--- config.mk ---
export PLATFORM = sky130hd
export DESIGN_NAME = tco_unit
export DESIGN_NICKNAME = d
export VERILOG_FILES = /design/src/rtl/tco_pkg.sv /design/src/rtl/tco_regs.sv /design/src/rtl/tco_match.sv /design/src/rtl/tco_latch.sv /design/src/rtl/tco_flag.sv /design/src/rtl/tco_unit.sv
export SDC_FILE = /design/constraint.sdc
export NUM_CORES = 1
export LEC_CHECK = 0
export BUFFER_PORTS_ARGS = -buffer_cell sky130_fd_sc_hd__buf_2
export CAP_MARGIN = 25
export CORE_UTILIZATION = 49
export DETAILED_ROUTE_END_ITERATION = 10
export PLACE_DENSITY = 0.84
export SYNTH_ARGS = -nofsm -noshare
export SYNTH_HDL_FRONTEND = slang
export SYNTH_SLANG_ARGS = --single-unit
export TNS_END_PERCENT = 5
--- constraint.sdc ---
create_clock -name clk -period 5.3 [get_ports clk]
set_clock_uncertainty 0.1 [all_clocks]
set_input_delay 0.53 -clock clk [delete_from_list [all_inputs] [get_ports clk]]
set_output_delay 0.53 -clock clk [all_outputs]
set_load 0.03 [all_outputs]
--- src/rtl/tco_pkg.sv ---
package tco_pkg;
    localparam logic [3:0] MODE_OFF = 4'b0000;
    localparam logic [3:0] MODE_TOG = 4'b0010;
    localparam logic [3:0] MODE_SET = 4'b1000;
    localparam logic [3:0] MODE_CLR = 4'b1001;
    localparam logic [3:0] MODE_SWI = 4'b1011;

    function automatic logic mode_active(input logic [3:0] m);
        return (m == MODE_TOG) || (m == MODE_SET) || (m == MODE_CLR) || (m == MODE_SWI);
    endfunction
endpackage

--- src/rtl/tco_regs.sv ---
module tco_regs #(
    parameter int CNT_W = 16
) (
    input  logic             clk,
    input  logic             rst_n,
    input  logic             cfg_we_i,
    input  logic [3:0]       cfg_mode_i,
    input  logic             cfg_tsel_i,
    input  logic             cmp_we_i,
    input  logic [CNT_W-1:0] cmp_val_i,
    output logic [3:0]       mode_o,
    output logic             tsel_o,
    output logic [CNT_W-1:0] cmp_o
);
    typedef struct packed {
        logic [3:0]       mode;
        logic             tsel;
        logic [CNT_W-1:0] cmp;
    } regs_t;

    regs_t st_d, st_q;

    always_comb begin
        st_d = st_q;
        if (cfg_we_i) begin
            st_d.mode = cfg_mode_i;
            st_d.tsel = cfg_tsel_i;
        end
        if (cmp_we_i) begin
            st_d.cmp = cmp_val_i;
        end
    end

    always_ff @(posedge clk or negedge rst_n) begin
        if (!rst_n) st_q <= '0;
        else        st_q <= st_d;
    end

    assign mode_o = st_q.mode;
    assign tsel_o = st_q.tsel;
    assign cmp_o  = st_q.cmp;

    // a fresh write lands one cycle later
    a_r12_mode_write: assert property (@(posedge clk) disable iff (!rst_n)
        cfg_we_i |=> (mode_o == $past(cfg_mode_i)));
endmodule

--- src/rtl/tco_match.sv ---
module tco_match #(
    parameter int CNT_W = 16
) (
    input  logic             clk,
    input  logic             rst_n,
    input  logic             tsel_i,
    input  logic [CNT_W-1:0] cmp_i,
    input  logic [CNT_W-1:0] tmr_a_i,
    input  logic [CNT_W-1:0] tmr_b_i,
    output logic             hit_o
);
    typedef struct packed {
        logic eq_prev;
    } match_t;

    match_t st_d, st_q;
    logic [CNT_W-1:0] count_sel;
    logic             eq_now;

    always_comb begin
        count_sel     = tsel_i ? tmr_b_i : tmr_a_i;
        eq_now        = (count_sel == cmp_i);
        st_d.eq_prev  = eq_now;
        hit_o         = eq_now && !st_q.eq_prev;
    end

    always_ff @(posedge clk or negedge rst_n) begin
        if (!rst_n) st_q <= '0;
        else        st_q <= st_d;
    end

    // a match event never repeats on the following cycle
    a_r2_one_shot: assert property (@(posedge clk) disable iff (!rst_n)
        hit_o |=> !hit_o);
endmodule

--- src/rtl/tco_latch.sv ---
module tco_latch (
    input  logic       clk,
    input  logic       rst_n,
    input  logic       wr_i,
    input  logic [3:0] wr_mode_i,
    input  logic [3:0] mode_i,
    input  logic       hit_i,
    output logic       latch_o
);
    import tco_pkg::*;

    typedef struct packed {
        logic level;
    } latch_t;

    latch_t st_d, st_q;

    always_comb begin
        st_d = st_q;
        if (wr_i) begin
            case (wr_mode_i)
                MODE_SET: st_d.level = 1'b0;
                MODE_CLR: st_d.level = 1'b1;
                MODE_OFF: st_d.level = 1'b0;
                default:  st_d.level = st_q.level;
            endcase
        end else if (hit_i) begin
            case (mode_i)
                MODE_SET: st_d.level = 1'b1;
                MODE_CLR: st_d.level = 1'b0;
                MODE_TOG: st_d.level = !st_q.level;
                default:  st_d.level = st_q.level;
            endcase
        end
    end

    always_ff @(posedge clk or negedge rst_n) begin
        if (!rst_n) st_q <= '0;
        else        st_q <= st_d;
    end

    assign latch_o = st_q.level;

    a_r3_set_on_hit: assert property (@(posedge clk) disable iff (!rst_n)
        (hit_i && !wr_i && mode_i == MODE_SET) |=> latch_o);
    a_r4_clr_on_hit: assert property (@(posedge clk) disable iff (!rst_n)
        (hit_i && !wr_i && mode_i == MODE_CLR) |=> !latch_o);
    a_r5_toggle: assert property (@(posedge clk) disable iff (!rst_n)
        (hit_i && !wr_i && mode_i == MODE_TOG) |=> (latch_o != $past(latch_o)));
    a_r6_swi_hold: assert property (@(posedge clk) disable iff (!rst_n)
        (!wr_i && mode_i == MODE_SWI) |=> $stable(latch_o));
    a_r8_zero_low: assert property (@(posedge clk) disable iff (!rst_n)
        (wr_i && wr_mode_i == MODE_OFF) |=> !latch_o);
endmodule

--- src/rtl/tco_flag.sv ---
module tco_flag (
    input  logic       clk,
    input  logic       rst_n,
    input  logic       hit_i,
    input  logic [3:0] mode_i,
    input  logic       clr_i,
    output logic       flag_o
);
    import tco_pkg::*;

    typedef struct packed {
        logic pend;
    } flag_t;

    flag_t st_d, st_q;
    logic  fire;

    always_comb begin
        fire = hit_i && mode_active(mode_i);
        st_d = st_q;
        if (fire)       st_d.pend = 1'b1;
        else if (clr_i) st_d.pend = 1'b0;
    end

    always_ff @(posedge clk or negedge rst_n) begin
        if (!rst_n) st_q <= '0;
        else        st_q <= st_d;
    end

    assign flag_o = st_q.pend;

    a_r9_sticky: assert property (@(posedge clk) disable iff (!rst_n)
        (flag_o && !clr_i) |=> flag_o);
    a_r9_set_wins: assert property (@(posedge clk) disable iff (!rst_n)
        (hit_i && mode_active(mode_i)) |=> flag_o);
    a_r7_quiet: assert property (@(posedge clk) disable iff (!rst_n)
        (!flag_o && !mode_active(mode_i)) |=> !flag_o);
endmodule

--- src/rtl/tco_unit.sv ---
module tco_unit #(
    parameter int CNT_W = 16
) (
    input  logic             clk,
    input  logic             rst_n,
    input  logic             cfg_we,
    input  logic [3:0]       cfg_mode,
    input  logic             cfg_tsel,
    input  logic             cmp_we,
    input  logic [CNT_W-1:0] cmp_val,
    input  logic [CNT_W-1:0] tmr_a,
    input  logic [CNT_W-1:0] tmr_b,
    input  logic             dir_in,
    input  logic             irq_en,
    input  logic             irq_clr,
    output logic             pin_out,
    output logic             pin_oe,
    output logic             irq_flag,
    output logic             irq_req
);
    logic [3:0]       mode_q;
    logic             tsel_q;
    logic [CNT_W-1:0] cmp_q;
    logic             hit;
    logic             latch;

    tco_regs #(.CNT_W(CNT_W)) u_regs (
        .clk(clk), .rst_n(rst_n),
        .cfg_we_i(cfg_we), .cfg_mode_i(cfg_mode), .cfg_tsel_i(cfg_tsel),
        .cmp_we_i(cmp_we), .cmp_val_i(cmp_val),
        .mode_o(mode_q), .tsel_o(tsel_q), .cmp_o(cmp_q)
    );

    tco_match #(.CNT_W(CNT_W)) u_match (
        .clk(clk), .rst_n(rst_n),
        .tsel_i(tsel_q), .cmp_i(cmp_q),
        .tmr_a_i(tmr_a), .tmr_b_i(tmr_b),
        .hit_o(hit)
    );

    tco_latch u_latch (
        .clk(clk), .rst_n(rst_n),
        .wr_i(cfg_we), .wr_mode_i(cfg_mode), .mode_i(mode_q),
        .hit_i(hit), .latch_o(latch)
    );

    tco_flag u_flag (
        .clk(clk), .rst_n(rst_n),
        .hit_i(hit), .mode_i(mode_q), .clr_i(irq_clr),
        .flag_o(irq_flag)
    );

    assign pin_out = latch;
    assign pin_oe  = !dir_in;
    assign irq_req = irq_flag && irq_en;
endmodule

==> impl_metrics.toml <==
[finish]
syn_to_final_growth_pct = 25.0
num-fill-cells = 209
diodes = 0
drive_gt1_frac = 0.518
fin_nets = 230

[global_route]
grt_first_pass_wirelength_um = 4110
antenna_found_initial = 0
grt_max_degree = 25
grt_pass1_vias = 1017
gr-total-overflow = 0
grt.total_usage = 0.196

[floorplanning]
core_area_um2 = 2520
fp.dieH_um = 54.1
die_width_um = 54.1
fp.dieArea_um2 = 2930
io_pins = 64
initial_core_util = 0.528
row_count = 18

[placed_design]
gp_congestion = 0.724
io_buffers = 63
hpwl_um = 2070

[clock_tree]
cts_buffer_depth = 2
clk_latency_ns = 0.31
cts_resized = 0
cts_sinks = 24
cts.reportedPaths.clkPinSlew_ns = 0.12
cts_root_buf = "clkbuf_4"
cts_tree = "yes"
numCtsBuffers = 3
ctsHtreeMaxLevel = 1
holdBufCountCts = 0
cts_setup_buffers = 0

[outcome]
outcome = "completed"

[routing]
drc = 0
dr_total_vias = 1037
ant_nets = 0
drt_pass1_iterations = 2
routed_wirelength_um = 2530
wl_per_cell_um = 12.8
drt_iter0_drc = 5
vias_per_cell = 5.24

[power_and_ir_drop]
power.share.switching = 0.268
peakVddDrop_mv = 0.196
comb_power_share = 0.248
p_leak_nw = 0.802
sequentialPowerShare = 0.557
p_switching_uw = 105
clkPwrFrac = 0.194
total_power_uw = 392
internal-power_uw = 287
p_per_area_nw_per_um2 = 236

[worst_setup_path]
timing.rr.start = "u_regs.tsel_o$_DFFE_PN0P_"
crit_path_max_fanout = 17
endpoint_kind = "register"
worstSetupPathType = "reg2reg"
r2r-end = "u_latch.latch_o$_DFFE_PN0P_"
r2r_slack_ns = 2.65
required_ns = 5.39
worstPathArrival_ns = 2.74
r2r_cells = 6
cp-start-kind = "register"

[synthesis]
ys_warn_count = 0
netlist_instances = 107
netlist_area_um2 = 1330
ys_types = 23
syn_avg_cell_area_um2 = 12.4
synthFlopType = "dfrtp_1"
synthArstFlopShare = 1.00
ys_seq_elements = 24
synth_fp_nets = 167
synth_edf_count = 0
yosysSeqAreaShare = 0.451

[timing]
post-route-period-util = 0.500
tns_ns = 0
tightest_slew_ns = 0.853
finalSetupViolations = 0
fmax_ghz = 0.377
finalHoldViolations = 0
rsz0062_at_grt = "false"
final-max-slew-violation-count = 0
period_needed_ns = 2.65
max_slew_margin = 0.432

[min_path]
hold_path_class = "in2async"

[run]
maxCapViolations = 0
state kept, by name, summed over array words and instances, names as in the netlist:
signal / count
u_regs.mode_o: 4
u_match.st_q: 1
u_flag.flag_o: 1
u_latch.latch_o: 1
u_regs.cmp_o: 16
u_regs.tsel_o: 1
synthesized netlist by cell type, types with 2 or more instances:
cell | instances | area share
mux2i_1 | 16 | 0.12
clkbuf_1 | 2 | 0.0056
mux2_2 | 21 | 0.18
nor2b_1 | 3 | 0.014
inv_1 | 2 | 0.0056
nor3_1 | 3 | 0.011
xnor2_1 | 17 | 0.11
nor4_1 | 4 | 0.019
nand2b_1 | 2 | 0.0094
dfrtp_1 | 24 | 0.45
worst max-delay path, cell delays in order (launching register included):
cell and delay (ns):
dfrtp_1 0.92, mux2i_1 0.31, xnor2_1 0.09, nor4_1 0.36, nand4_1 0.22, o21ai_1 0.20
mux2_1 0.34
cells by family (layout without fill, tap and decap cells):
family	after synthesis	count (layout)	share of synthesized area
AOI/OAI and AO/OA	5	5	0.0235
muxes	38	38	0.306
buffers and inverters	7	68	0.0376
and+or+nand+nor	16	16	0.0695
xor gates and xnor gates	17	17	0.112
DFF	24	24	0.451
cell usage in the layout, fill, tap and decap left out:
| cell type | n |
|---|---|
| a21oi_1 | 1 |
| a22oi_1 | 1 |
| and2_1 | 1 |
| buf_2 | 63 |
| clkbuf_4 | 3 |
| dfrtp_1 | 24 |
| inv_1 | 2 |
| mux2_1 | 1 |
| mux2_2 | 21 |
| mux2i_1 | 16 |
| nand2b_1 | 2 |
| nand3_1 | 1 |
| nand4_1 | 1 |
| nor2_1 | 1 |
| nor2b_1 | 3 |
| nor3_1 | 3 |
| nor4_1 | 4 |
| o21ai_0 | 1 |
| o21ai_1 | 1 |
| o41ai_1 | 1 |
| xnor2_1 | 17 |
final cells by class:
class                           instances  area, µm²  area share
Clock buffer                            3       22.5      0.0135
Inverter                                2       7.51     0.00451
Multi-Input combinational cell         76        681       0.409
Sequential cell                        24        601       0.361
Tap cell                               30       37.5      0.0226
Timing Repair Buffer                   63        315       0.189
per-stage QoR:
step | worst slack, ns | util | hold WS (ns) | instance area (µm²) | std cells
after floorplan | 3.34 | - | 0.134 | 1330 | 107
after global placement | 2.75 | 0.651 | 0.372 | 1640 | 195
after detailed placement | 2.66 | 0.651 | 0.376 | 1640 | 195
after CTS | 2.63 | 0.660 | 0.0926 | 1660 | 198
after global routing | 2.42 | 0.660 | 0.113 | 1660 | 198
final | 2.65 | 0.660 | 0.0748 | 1660 | 198
layer usage:
metal	routed length [µm]	vias up	track usage
met1	1050	487	0.217
li1	-	507	-
met4	36	0	0.0769
met2	1300	38	0.378
met5	0	-	0
met3	142	5	0.0169
power groups by stage:
stage	registers [mW]	logic, mW	clock network [mW]
2_1_floorplan	0.216	0.0721	0
4_1_cts	0.219	0.0990	0.0794
5_1_grt	0.222	0.108	0.0874
6_report	0.219	0.0974	0.0762
3_5_place_dp	0.223	0.0987	0
3_3_place_gp	0.221	0.0954	0
worst max-delay path by stage:
stage          cells past startpoint                     endpoint                       from  slack (ns)
2_1_floorplan                      8  u_latch.latch_o$_DFFE_PN0P_  u_regs.tsel_o$_DFFE_PN0P_        3.34
3_3_place_gp                       6  u_latch.latch_o$_DFFE_PN0P_  u_regs.tsel_o$_DFFE_PN0P_        2.75
3_5_place_dp                       6  u_latch.latch_o$_DFFE_PN0P_  u_regs.tsel_o$_DFFE_PN0P_        2.66
4_1_cts                            6  u_latch.latch_o$_DFFE_PN0P_  u_regs.tsel_o$_DFFE_PN0P_        2.63
5_1_grt                            6  u_latch.latch_o$_DFFE_PN0P_  u_regs.tsel_o$_DFFE_PN0P_        2.42
6_report                           6  u_latch.latch_o$_DFFE_PN0P_  u_regs.tsel_o$_DFFE_PN0P_        2.65
Power figures use the tool's default switching activity.
